File: config.mk
export PLATFORM = sky130hd
export DESIGN_NAME = lcd_scan_ctrl
export DESIGN_NICKNAME = d
export VERILOG_FILES = /design/src/rtl/lcd_scan_pkg.sv /design/src/rtl/lcd_cfg_calc.sv /design/src/rtl/lcd_unpack.sv /design/src/rtl/lcd_raster.sv /design/src/rtl/lcd_scan_ctrl.sv
export SDC_FILE = /design/constraint.sdc
export NUM_CORES = 1
export LEC_CHECK = 0
export CAP_MARGIN = 20
export CELL_PAD_IN_SITES_DETAIL_PLACEMENT = 0
export CELL_PAD_IN_SITES_GLOBAL_PLACEMENT = 1
export CORE_ASPECT_RATIO = 0.9
export CORE_UTILIZATION = 40
export DETAILED_ROUTE_END_ITERATION = 8
export DONT_BUFFER_PORTS = 1
export PLACE_DENSITY_LB_ADDON = 0.1
export SYNTH_ARGS = -nofsm -noshare
export SYNTH_HDL_FRONTEND = slang
export SYNTH_SLANG_ARGS = --single-unit
File: constraint.sdc
create_clock -name clk -period 6.6 [get_ports clk]
set_clock_uncertainty 0.05 [all_clocks]
set_input_delay 0.33 -clock clk [delete_from_list [all_inputs] [get_ports clk]]
set_output_delay 0.33 -clock clk [all_outputs]
set_load 0.005 [all_outputs]
File: src/rtl/lcd_scan_pkg.sv
package lcd_scan_pkg;

  typedef enum logic [1:0] {
    BPP_1 = 2'd0,
    BPP_2 = 2'd1,
    BPP_4 = 2'd2
  } bpp_e;

  typedef enum logic [1:0] {
    ST_OFF   = 2'd0,
    ST_FETCH = 2'd1,
    ST_SHIFT = 2'd2,
    ST_LINE  = 2'd3
  } scan_st_e;

  function automatic bpp_e decode_bpp(input logic [1:0] code);
    case (code)
      2'd0:    return BPP_1;
      2'd1:    return BPP_2;
      default: return BPP_4;
    endcase
  endfunction

  function automatic logic [1:0] bpp_log2(input bpp_e b);
    case (b)
      BPP_1:   return 2'd0;
      BPP_2:   return 2'd1;
      default: return 2'd2;
    endcase
  endfunction

endpackage

File: src/rtl/lcd_cfg_calc.sv
module lcd_cfg_calc
  import lcd_scan_pkg::*;
#(
  parameter int UNITS_W    = 7,
  parameter int MIN_UNITS  = 2,
  parameter int MAX_UNITS  = 64,
  parameter int LINES_W    = 10,
  parameter int NIB_W      = 8,
  parameter int FB_BYTES_W = 17
) (
  input  logic               clk,
  input  logic               rst_n,
  input  logic [UNITS_W-1:0] cfg_width,
  input  logic [LINES_W-1:0] cfg_lines,
  input  logic [1:0]         cfg_bpp,
  output bpp_e               bpp_o,
  output logic [NIB_W-1:0]   nib_last_idx,
  output logic [LINES_W-1:0] line_last_idx,
  output logic               err_o
);
  localparam int FBYTES_W = UNITS_W + LINES_W + 4;
  localparam logic [FBYTES_W-1:0] FB_LIMIT = FBYTES_W'(1) << FB_BYTES_W;

  logic [UNITS_W-1:0]  units_eff;
  logic [LINES_W-1:0]  lines_eff;
  logic [FBYTES_W-1:0] frame_bytes;
  logic                err_d;

  always_comb begin
    if (cfg_width < UNITS_W'(MIN_UNITS))      units_eff = UNITS_W'(MIN_UNITS);
    else if (cfg_width > UNITS_W'(MAX_UNITS)) units_eff = UNITS_W'(MAX_UNITS);
    else                                      units_eff = cfg_width;
    lines_eff     = (cfg_lines == '0) ? LINES_W'(1) : cfg_lines;
    bpp_o         = decode_bpp(cfg_bpp);
    nib_last_idx  = NIB_W'({units_eff, 2'b00}) - NIB_W'(1);
    line_last_idx = lines_eff - LINES_W'(1);
    frame_bytes   = (FBYTES_W'(units_eff) * FBYTES_W'(lines_eff))
                    << (1 + int'(bpp_log2(bpp_o)));
    err_d         = frame_bytes > FB_LIMIT;
  end

  always_ff @(posedge clk or negedge rst_n) begin
    if (!rst_n) err_o <= 1'b0;
    else        err_o <= err_d;
  end

endmodule

File: src/rtl/lcd_unpack.sv
module lcd_unpack
  import lcd_scan_pkg::*;
(
  input  logic [31:0] word_i,
  input  bpp_e        bpp_i,
  output logic [3:0]  nib_o,
  output logic [31:0] word_next_o,
  output logic [3:0]  nibs_per_word_o
);
  for (genvar k = 0; k < 4; k++) begin : g_pix
    assign nib_o[k] = (bpp_i == BPP_1) ? word_i[k]       :
                      (bpp_i == BPP_2) ? word_i[2*k + 1] :
                                         word_i[4*k + 3];
  end

  always_comb begin
    case (bpp_i)
      BPP_1: begin
        word_next_o     = word_i >> 4;
        nibs_per_word_o = 4'd8;
      end
      BPP_2: begin
        word_next_o     = word_i >> 8;
        nibs_per_word_o = 4'd4;
      end
      default: begin
        word_next_o     = word_i >> 16;
        nibs_per_word_o = 4'd2;
      end
    endcase
  end

endmodule

File: src/rtl/lcd_raster.sv
module lcd_raster #(
  parameter int NIB_W   = 8,
  parameter int LINES_W = 10
) (
  input  logic               clk,
  input  logic               rst_n,
  input  logic               restart,
  input  logic               step_nib,
  input  logic               step_line,
  input  logic [NIB_W-1:0]   nib_last_idx,
  input  logic [LINES_W-1:0] line_last_idx,
  output logic               last_nib,
  output logic               last_line,
  output logic               first_line,
  output logic               m_o
);
  logic [NIB_W-1:0]   nib_q, nib_d;
  logic [LINES_W-1:0] line_q, line_d;
  logic               m_q, m_d;

  assign last_nib   = nib_q == nib_last_idx;
  assign last_line  = line_q == line_last_idx;
  assign first_line = line_q == '0;
  assign m_o        = m_q;

  always_comb begin
    nib_d  = nib_q;
    line_d = line_q;
    m_d    = m_q;
    if (restart) begin
      nib_d  = '0;
      line_d = '0;
      m_d    = 1'b0;
    end else begin
      if (step_nib) nib_d = last_nib ? '0 : nib_q + NIB_W'(1);
      if (step_line) begin
        if (last_line) begin
          line_d = '0;
          m_d    = ~m_q;
        end else begin
          line_d = line_q + LINES_W'(1);
        end
      end
    end
  end

  always_ff @(posedge clk or negedge rst_n) begin
    if (!rst_n) begin
      nib_q  <= '0;
      line_q <= '0;
      m_q    <= 1'b0;
    end else begin
      nib_q  <= nib_d;
      line_q <= line_d;
      m_q    <= m_d;
    end
  end

  // the pixel index within a line never passes the configured end
  p_nib_bound_r1: assert property (@(posedge clk) disable iff (!rst_n)
    nib_q <= nib_last_idx);

endmodule

File: src/rtl/lcd_scan_ctrl.sv
module lcd_scan_ctrl
  import lcd_scan_pkg::*;
#(
  parameter int MAX_WIDTH  = 1024,
  parameter int LINES_W    = 10,
  parameter int ADDR_W     = 32,
  parameter int FB_BYTES_W = 17,
  localparam int MAX_UNITS = MAX_WIDTH / 16,
  localparam int UNITS_W   = $clog2(MAX_UNITS + 1)
) (
  input  logic               clk,
  input  logic               rst_n,
  input  logic               enable,
  input  logic [UNITS_W-1:0] cfg_width,
  input  logic [LINES_W-1:0] cfg_lines,
  input  logic [1:0]         cfg_bpp,
  input  logic [ADDR_W-1:0]  cfg_base,
  output logic               mem_req,
  output logic [ADDR_W-1:0]  mem_addr,
  input  logic               mem_ack,
  input  logic [31:0]        mem_rdata,
  output logic [3:0]         lcd_data,
  output logic               lcd_cl2,
  output logic               lcd_cl1,
  output logic               lcd_frm,
  output logic               lcd_m,
  output logic               cfg_err
);
  localparam int MIN_UNITS = 2;
  localparam int NIB_W     = $clog2(MAX_UNITS * 4);

  // reset: asserted asynchronously, released on a clock edge
  logic [1:0] rst_pipe_q;
  logic       rst_s_n;
  always_ff @(posedge clk or negedge rst_n) begin
    if (!rst_n) rst_pipe_q <= 2'b00;
    else        rst_pipe_q <= {rst_pipe_q[0], 1'b1};
  end
  assign rst_s_n = rst_pipe_q[1];

  bpp_e               bpp;
  logic [NIB_W-1:0]   nib_last_idx;
  logic [LINES_W-1:0] line_last_idx;
  logic [3:0]         nib, nibs_per_word;
  logic [31:0]        word_next;
  logic               last_nib, last_line, first_line, m_raw;

  scan_st_e               st_q, st_d;
  logic [31:0]            wbuf_q, wbuf_d;
  logic                   wbuf_en;
  logic [3:0]             wnib_q, wnib_d;
  logic [FB_BYTES_W-1:0]  off_q, off_d;
  logic                   restart, step_nib, step_line;

  lcd_cfg_calc #(
    .UNITS_W(UNITS_W), .MIN_UNITS(MIN_UNITS), .MAX_UNITS(MAX_UNITS),
    .LINES_W(LINES_W), .NIB_W(NIB_W), .FB_BYTES_W(FB_BYTES_W)
  ) u_cfg (
    .clk(clk), .rst_n(rst_s_n), .cfg_width(cfg_width), .cfg_lines(cfg_lines),
    .cfg_bpp(cfg_bpp), .bpp_o(bpp), .nib_last_idx(nib_last_idx),
    .line_last_idx(line_last_idx), .err_o(cfg_err)
  );

  lcd_unpack u_unpack (
    .word_i(wbuf_q), .bpp_i(bpp), .nib_o(nib), .word_next_o(word_next),
    .nibs_per_word_o(nibs_per_word)
  );

  assign restart   = !enable || (st_q == ST_OFF);
  assign step_nib  = enable && (st_q == ST_SHIFT);
  assign step_line = enable && (st_q == ST_LINE);

  lcd_raster #(.NIB_W(NIB_W), .LINES_W(LINES_W)) u_raster (
    .clk(clk), .rst_n(rst_s_n), .restart(restart), .step_nib(step_nib),
    .step_line(step_line), .nib_last_idx(nib_last_idx),
    .line_last_idx(line_last_idx), .last_nib(last_nib),
    .last_line(last_line), .first_line(first_line), .m_o(m_raw)
  );

  always_comb begin
    st_d   = st_q;
    wbuf_d = wbuf_q;
    wnib_d = wnib_q;
    off_d  = off_q;
    if (!enable) begin
      st_d   = ST_OFF;
      wnib_d = '0;
      off_d  = '0;
    end else begin
      case (st_q)
        ST_OFF: begin
          st_d   = ST_FETCH;
          wnib_d = '0;
          off_d  = '0;
        end
        ST_FETCH: begin
          if (mem_ack) begin
            wbuf_d = mem_rdata;
            wnib_d = nibs_per_word;
            off_d  = off_q + FB_BYTES_W'(4);
            st_d   = ST_SHIFT;
          end
        end
        ST_SHIFT: begin
          wbuf_d = word_next;
          wnib_d = wnib_q - 4'd1;
          if (last_nib)            st_d = ST_LINE;
          else if (wnib_q == 4'd1) st_d = ST_FETCH;
        end
        default: begin
          if (last_line) begin
            wnib_d = '0;
            off_d  = '0;
            st_d   = ST_FETCH;
          end else if (wnib_q != 4'd0) begin
            st_d = ST_SHIFT;
          end else begin
            st_d = ST_FETCH;
          end
        end
      endcase
    end
  end

  assign wbuf_en = (st_q == ST_SHIFT) || ((st_q == ST_FETCH) && mem_ack);

  always_ff @(posedge clk or negedge rst_s_n) begin
    if (!rst_s_n) begin
      st_q   <= ST_OFF;
      wnib_q <= '0;
      off_q  <= '0;
    end else begin
      st_q   <= st_d;
      wnib_q <= wnib_d;
      off_q  <= off_d;
    end
  end

  always_ff @(posedge clk or negedge rst_s_n) begin
    if (!rst_s_n)     wbuf_q <= '0;
    else if (wbuf_en) wbuf_q <= wbuf_d;
  end

  assign mem_req  = (st_q == ST_FETCH);
  assign mem_addr = cfg_base + ADDR_W'(off_q);
  assign lcd_cl2  = (st_q == ST_SHIFT);
  assign lcd_data = lcd_cl2 ? nib : 4'd0;
  assign lcd_cl1  = (st_q == ST_LINE);
  assign lcd_frm  = (st_q != ST_OFF) && first_line;
  assign lcd_m    = (st_q != ST_OFF) && m_raw;

  // a pending read keeps its request and address until acknowledged
  p_fetch_hold_r3: assert property (@(posedge clk) disable iff (!rst_n)
    (mem_req && !mem_ack && enable) |=> (mem_req && $stable(mem_addr)));

  // one cycle after enable is low, the panel side is quiet
  p_quiet_off_r9: assert property (@(posedge clk) disable iff (!rst_n)
    !enable |=> (lcd_data == 4'd0 && !lcd_cl2 && !lcd_cl1 && !lcd_frm
                 && !lcd_m && !mem_req));

  // a line clock pulse directly follows a pixel clock pulse
  p_line_after_pixels_r1: assert property (@(posedge clk) disable iff (!rst_n)
    $rose(lcd_cl1) |-> $past(lcd_cl2));

  // the AC bias changes only right after a line clock while enabled
  p_m_frame_r7: assert property (@(posedge clk) disable iff (!rst_n)
    (enable && $past(enable) && (lcd_m != $past(lcd_m))) |-> $past(lcd_cl1));

  // the frame marker ends only right after a line clock
  p_frm_fall_r6: assert property (@(posedge clk) disable iff (!rst_n)
    ($fell(lcd_frm) && enable) |-> $past(lcd_cl1));

endmodule

=== After elaboration in Yosys (flattened, before gate mapping) ===
Index checks and enable logic that the tools add are counted.

* Flip-flop bits (word level): 77

* $add $sub $neg: 8
* Multiply operators: 1
* Order comparisons: 3
* Equal/unequal tests: 14
* Shift-type cells: 1
* Muxes and demuxes: 42
* Bitwise logic cells: 1
* Reduce and logical (&&, ||, !) cells: 24

{| class="wikitable"
|+ Operators with widths
! cell !! number
|-
| 32-bit one-hot mux with 2 select lines || 1
|-
| 28-bit one-hot mux with 2 select lines || 1
|-
| 17-bit two-way mux || 3
|-
| 17-bit one-hot mux with 3 select lines || 1
|-
| 10-bit two-way mux || 4
|-
| 32-bit by 17-bit adder with 32-bit output || 1
|-
| 32-bit two-way mux || 1
|-
| 17-bit by 32-bit left shift with 21-bit output || 1
|-
| 8-bit two-way mux || 3
|-
| 21-bit by 18-bit greater-than comparator with 1-bit output (second input constant) || 1
|-
| 10-bit zero test || 2
|-
| 17-bit by 3-bit adder with 17-bit output (second input constant) || 1
|-
| 7-bit by 10-bit multiplier with 17-bit output || 1
|-
| 4-bit two-way mux || 4
|-
| 7-bit two-way mux || 2
|-
| 2-bit two-way mux || 6
|-
| 4-bit one-hot mux with 3 select lines || 1
|-
| 1-bit two-way mux || 11
|-
| 10-bit by 1-bit adder with 10-bit output (second input constant) || 1
|-
| 10-bit equality test || 1
|-
| 2-bit nonzero test || 5
|-
| 10-bit by 1-bit subtractor with 10-bit output (second input constant) || 1
|-
| 8-bit by 1-bit adder with 8-bit output (second input constant) || 1
|-
| 8-bit equality test || 1
|-
| other kinds (26) || 39
|}

=== Depth between registers and ports, before layout ===
* Depth after elaboration: 8
* Mapped depth: 21

=== By module ===
Synthesis repeated with hierarchy kept, for this count alone.

* Cell total of the unflattened synthesis: 994
* Area, all modules: 8398.1 um^2

{| class="wikitable"
|+ Modules (own cells, without submodules)
! module !! instances !! cells each !! area each (um^2)
|-
| lcd_scan_ctrl || 1 || 400 || 3614.7
|-
| lcd_cfg_calc || 1 || 366 || 2844.0
|-
| lcd_raster || 1 || 130 || 1313.8
|-
| lcd_unpack || 1 || 98 || 625.6
|}

=== Worst setup path after synthesis ===
OpenSTA, ideal clock, no wires.

* Path kind: input-to-reg
* Start point: input cfg_lines[7]
* End point: register u_cfg.err_o
* Setup time: 128 ps
* Data arrival time: 5385 ps
* Data required time: 6422 ps
* Path slack: 1037 ps
* Stages: 20
* Buffers on the path: 1
* Path through: buf_4 -> nor4_2 -> a31oi_4 -> nand2b_1 -> fa_1 -> fa_1 -> inv_1 -> fa_1 -> inv_1 -> fa_1 -> inv_1 -> ha_1 -> a21o_1 -> a221oi_1 -> o2111ai_1 -> or4_1 -> nor4_1 -> nand3_1 -> a211oi_1 -> nor3_1

* Cells in the longest elaborated chain, start to end: 5

{| class="wikitable"
|+ RTL lines
! what !! RTL line !! source
|-
| from (decl) || lcd_scan_ctrl.sv:15 || <nowiki>input logic [LINES_W-1:0] cfg_lines,</nowiki>
|-
| 10-bit zero test || lcd_cfg_calc.sv:33 || <nowiki>lines_eff = (cfg_lines == '0) ? LINES_W'(1) : cfg_lines;</nowiki>
|-
| 10-bit two-way mux (*) || lcd_cfg_calc.sv:33 ||
|-
| 7-bit by 10-bit multiplier with 17-bit output (*) || lcd_cfg_calc.sv:37 || <nowiki>frame_bytes = (FBYTES_W'(units_eff) * FBYTES_W'(lines_eff))</nowiki>
|-
| 17-bit by 32-bit left shift with 21-bit output (*) || lcd_cfg_calc.sv:37 ||
|-
| 21-bit by 18-bit greater-than comparator with 1-bit output (*) || lcd_cfg_calc.sv:39 || <nowiki>err_d = frame_bytes > FB_LIMIT;</nowiki>
|-
| via u_cfg.err_d || lcd_cfg_calc.sv:27 || <nowiki>logic err_d;</nowiki>
|-
| to (signal assigned) || lcd_cfg_calc.sv:44 || <nowiki>else err_o <= err_d;</nowiki>
|-
| to (decl) || lcd_cfg_calc.sv:19 || <nowiki>output logic err_o</nowiki>
|}

Mark *: on every way through the listed nets, which the timed path passes. The rest lies on a longest branch.
A chain may end at the register's enable or synchronous reset.

=== Worst setup path in the final report ===
* Start point: input cfg_width[3]
* End point: register u_cfg.err_o

* Cells in the longest elaborated chain, start to end: 6

{| class="wikitable"
|+ RTL lines
! what !! RTL line !! source
|-
| from (decl) || lcd_scan_ctrl.sv:14 || <nowiki>input logic [UNITS_W-1:0] cfg_width,</nowiki>
|-
| 7-bit greater-than comparator || lcd_cfg_calc.sv:31 || <nowiki>else if (cfg_width > UNITS_W'(MAX_UNITS)) units_eff = UNITS_W'(MAX_UNITS);</nowiki>
|-
| 7-bit two-way mux || lcd_cfg_calc.sv:31 ||
|-
| 7-bit two-way mux (*) || lcd_cfg_calc.sv:30 || <nowiki>if (cfg_width < UNITS_W'(MIN_UNITS)) units_eff = UNITS_W'(MIN_UNITS);</nowiki>
|-
| 7-bit by 10-bit multiplier with 17-bit output (*) || lcd_cfg_calc.sv:37 ||
|-
| 17-bit by 32-bit left shift with 21-bit output (*) || lcd_cfg_calc.sv:37 ||
|-
| 21-bit by 18-bit greater-than comparator with 1-bit output (*) || lcd_cfg_calc.sv:39 ||
|-
| via u_cfg.err_d || lcd_cfg_calc.sv:27 ||
|}

Marks and branches as above.

==> results.txt <==
The cell depth of the worst min-delay path works out to 1. In this run the worst hold path is classified as in -> reg. The maximum net fanout on the critical path was 9. In the synthesized netlist, the number of instances is 968.

The final layout contains routed wiring with a total length of 20300 um. The logs give 0 for the number of antenna violations at the first check in global routing and 0.126 mV for the highest ir drop seen on vdd. The run gives 0 as the total global routing overflow. The worst hold path terminates at wbuf_q[30].

Across all register-to-register paths, the minimum setup slack is 3.48 ns. Fraction of registers with async set/reset: 1.00. The fraction of power consumed by combinational cells was 0.432; the mean number of vias per cell was 5.49. For the count of final hold-check violations, the log shows 0.

After detailed routing, the number of remaining DRC violations is 14. The remaining antenna violation count after routing is 0. Internal power comes to 0.00123 W.

For the pin with the worst max-slew slack, the measured transition is 1.00 ns. TritonCTS built the clock tree. The smallest clock period supported by the final layout is computed as 5.58 ns. In this run the power spent charging and discharging nets is 0.000855 W. The area overhead of the layout relative to synthesis came out at 5.67%.

The logs give 3.87 nW for the leakage power of the design and 0 ns for the final sum of negative setup slack. The end of the worst register-to-register path is wbuf_q[29]. For the count of warnings emitted by yosys, the log shows 0. The port buffer count works out to 0.

By count the netlist is led by sky130_fd_sc_hd__nand2_1, sky130_fd_sc_hd__dfrtp_1, sky130_fd_sc_hd__a21oi_1, sky130_fd_sc_hd__o21ai_0, sky130_fd_sc_hd__inv_1. The number of antenna diodes in the final layout is 0. The synthesis-stage register bit count was 75. The total setup violations reported at the end of the flow is 0, and the worst-case reg-to-reg path depth is 7. Detailed placement finished with a half-perimeter wire length of 15300 um. The switching power as a share of total power was 0.410; the placeable core area was 20000 sq um.

The run gives 0.321 as the part of the power in registers. Smallest setup slack after layout: 1.02 ns. The tools report the final RePlAce weighted congestion as 0.801. Counting the buffers created by CTS gives 9. The critical path in this run is classified as in -> reg.

STA puts the critical path data required time at 6.78 ns. The run gives 7 as the length of the first detailed-routing pass in iterations. The worst min-delay path startpoint was mem_rdata[30].

The arrival time at the worst endpoint was 5.76 ns; the initial core utilization was 0.407. The power per cell area is 242 nW/um^2, and the share of cells above drive strength 1 is 0.0521. The clock-pin transition on the worst setup and hold timing paths came out at 0.07 ns.

The run gives 6273 as the number of global-route vias before repair. The run gives 33600 um as the wire length of the first global-routing pass. The number of nets at the end of the flow was 1124. Leading cell type by number of instances after synthesis: sky130_fd_sc_hd__nand2_1.

In this run the critical register-to-register path is launched from st_q[0]. The logs give 2 for the number of buffers on the longest clock path and 75 for the number of clock sinks. The sum of buffers and inverters on the critical path came out at 2. The cell sitting at the root of the clock tree is a sky130_fd_sc_hd__clkbuf_16. Dividing the detail-routed wire length by the instance count gives 16.9 um. STA classifies the critical path startpoint as an input pin.

Entering global routing, the biggest net connects 61 pins. In this run the vertical extent of the chip is 137 um. In this run, synthesis inferred 0 flip-flops with an integrated enable. The most critical setup path has its startpoint at cfg_width[3].

Prior to clock tree synthesis, the placed netlist has a worst setup slack of 0.693 ns. Yosys attributes the largest share of cell area to sky130_fd_sc_hd__dfrtp_1, sky130_fd_sc_hd__fa_1, sky130_fd_sc_hd__ha_1, sky130_fd_sc_hd__mux2i_1, sky130_fd_sc_hd__nand2_1. For this run, the slowest stage of the critical path takes 0.54 ns. The tools report the placement row count as 49. The tools report the total routing resource utilization after global routing as 0.201. Walking the worst path, the cells encountered are nor3_1 > a21oi_1 > nor2_1 > and2_1 > fa_1 > fa_1 > fa_1 > inv_1 > fa_1 > inv_1 > ha_1 > nor2b_1 > a221oi_1 > o2111ai_1 > or4_1 > nor4_1 > nand3_1 > a211oi_1 > nor3_1. The mean instance size in the synthesized netlist was 8.41 sq um. The tools report the capturing element type of the critical path as a flop. I/O pin total: 129. The count of max-cap constraint violations is 0, and the first-iteration detailed-routing DRC count is 473.

The maximum level of the CTS H-tree was 3; the tightest slew margin relative to the limit was 0.330. Derived from the worst setup path, the maximum achievable clock frequency is 179 MHz. The final reports fail on DRC. The kind of cell with the highest combined delay along the critical path is adder cells.

Most common cell type on the critical path: sky130_fd_sc_hd__fa_1. The portion of the clock cycle consumed by the worst path in the final layout was 0.845; the combined area of all synthesized cells was 8140 sq um. After clock tree synthesis, the setup repair step added 0 buffers.

Clock insertion delay at the later pin of the skew report: 0.35 ns. Setup repair after global routing left no endpoint under its margin. The routed layout has 6569 vias.

The run finished, with violations left. The area share of the largest cell type after synthesis was 0.231. In the synthesized netlist the dominant register cell turns out to be sky130_fd_sc_hd__dfrtp_1.

The number of nets handed over by synthesis was 1156. From left edge to right edge, the die measures 152 um. The sequential cell area fraction in the yosys report was 0.231. The number of different library cells used by synthesis comes to 75. Among all stages on the critical path, the largest delay is contributed by sky130_fd_sc_hd__fa_1.

The relative contribution of the clock network to total power was 0.247. The synthesized design spends more area on one cell type than any other, namely sky130_fd_sc_hd__dfrtp_1. The count of final max-slew check failures is 0.

The die covers 20900 sq um.
## layer usage
metal | global-route usage | share of wire | up-vias
met1 | 0.293 | 0.50 | 3140
met3 | 0.0444 | 0.049 | 18
met5 | 0 | 0 | -
met2 | 0.301 | 0.44 | 113
li1 | - | - | 3298
met4 | 0.0471 | 0.011 | 0
## logic make-up (layout without fill, tap and decap cells)
family                     Yosys count  in the layout  synth area share
AOI/OAI and AO/OA                  220            220             0.169
xor gates and xnor gates            57             57            0.0623
adders and majority gates          101            101             0.191
buffers and inverters              118             91            0.0583
DFF                                 75             75             0.231
muxes                               52             52            0.0646
other                                1              1          0.000461
and+or+nand+nor                    344            344             0.224
## how the worst max path moves through the flow
| stage | to | slack, ns | depth (start not counted) |
|---|---|---|---|
| CTS | u_cfg.err_o | 1.05 | 19 |
| finish | u_cfg.err_o | 1.02 | 19 |
| detailed placement | u_cfg.err_o | 0.69 | 19 |
| floorplan | u_cfg.err_o | 1.04 | 20 |
| global route | u_cfg.err_o | 0.58 | 19 |
| global placement | u_cfg.err_o | 0.77 | 18 |
## flip-flops by register name, indices dropped and copies added, names as in the netlist
name,count
u_cfg.err_o,1
u_raster.m_o,1
off_q,15
wnib_q,4
u_raster.nib_q,8
wbuf_q,32
u_raster.line_q,10
rst_pipe_q,2
st_q,2
## cell usage in the layout (no fill, tap or decap), types with 7 or more instances in the layout
master,count
sky130_fd_sc_hd__inv_1,67
sky130_fd_sc_hd__a21o_1,7
sky130_fd_sc_hd__nand3_1,25
sky130_fd_sc_hd__nor2_1,62
sky130_fd_sc_hd__a22o_1,10
sky130_fd_sc_hd__a31oi_1,9
sky130_fd_sc_hd__nand2b_1,12
sky130_fd_sc_hd__a21oi_1,69
sky130_fd_sc_hd__clkbuf_16,9
sky130_fd_sc_hd__ha_1,62
sky130_fd_sc_hd__nor3_1,18
sky130_fd_sc_hd__xnor2_1,39
sky130_fd_sc_hd__and3_1,18
sky130_fd_sc_hd__nand2_1,92
sky130_fd_sc_hd__o31ai_1,7
sky130_fd_sc_hd__o21ai_0,69
sky130_fd_sc_hd__nand4_1,7
sky130_fd_sc_hd__xor2_1,17
sky130_fd_sc_hd__nor2b_1,17
sky130_fd_sc_hd__mux2i_1,48
sky130_fd_sc_hd__and2_1,45
sky130_fd_sc_hd__fa_1,39
sky130_fd_sc_hd__or3_1,7
sky130_fd_sc_hd__dfrtp_1,74
## cell type report
cell class | instances | area (sq um)
Inverter | 68 | 255
Clock inverter | 7 | 75.1
Tap cell | 255 | 319
Clock buffer | 9 | 225
Timing Repair Buffer | 7 | 55.1
Multi-Input combinational cell | 775 | 5790
Fill cell | 2012 | 11400
Sequential cell | 75 | 1880
## through the flow
step	total power [W]	area [sq um]	std cells	hold WS [ns]	utilization
2_1_floorplan	0.00137	8140	968	-0.0156	-
3_3_place_gp	0.00158	8290	1179	-0.0155	0.415
3_5_place_dp	0.00158	8290	1179	-0.0155	0.415
4_1_cts	0.00211	8600	1196	0.0467	0.430
5_1_grt	0.00226	8600	1196	0.0500	0.430
6_report	0.00208	8600	1196	0.0557	0.430
## power by group through the flow
stage                     logic, W  clock network, W  registers (W)
after floorplan           0.000726                 0       0.000645
after global placement    0.000906                 0       0.000676
final                     0.000899          0.000514       0.000669
after detailed placement  0.000903                 0       0.000674
after global routing       0.00104          0.000542       0.000686
after CTS                 0.000908          0.000529       0.000667
## repair_timing
action,CTS,global route
gates resized for setup,0,0
endpoints found under the hold margin,2,0
hold buffers,1,0
Note: power is estimated with default switching activity, not from simulation.
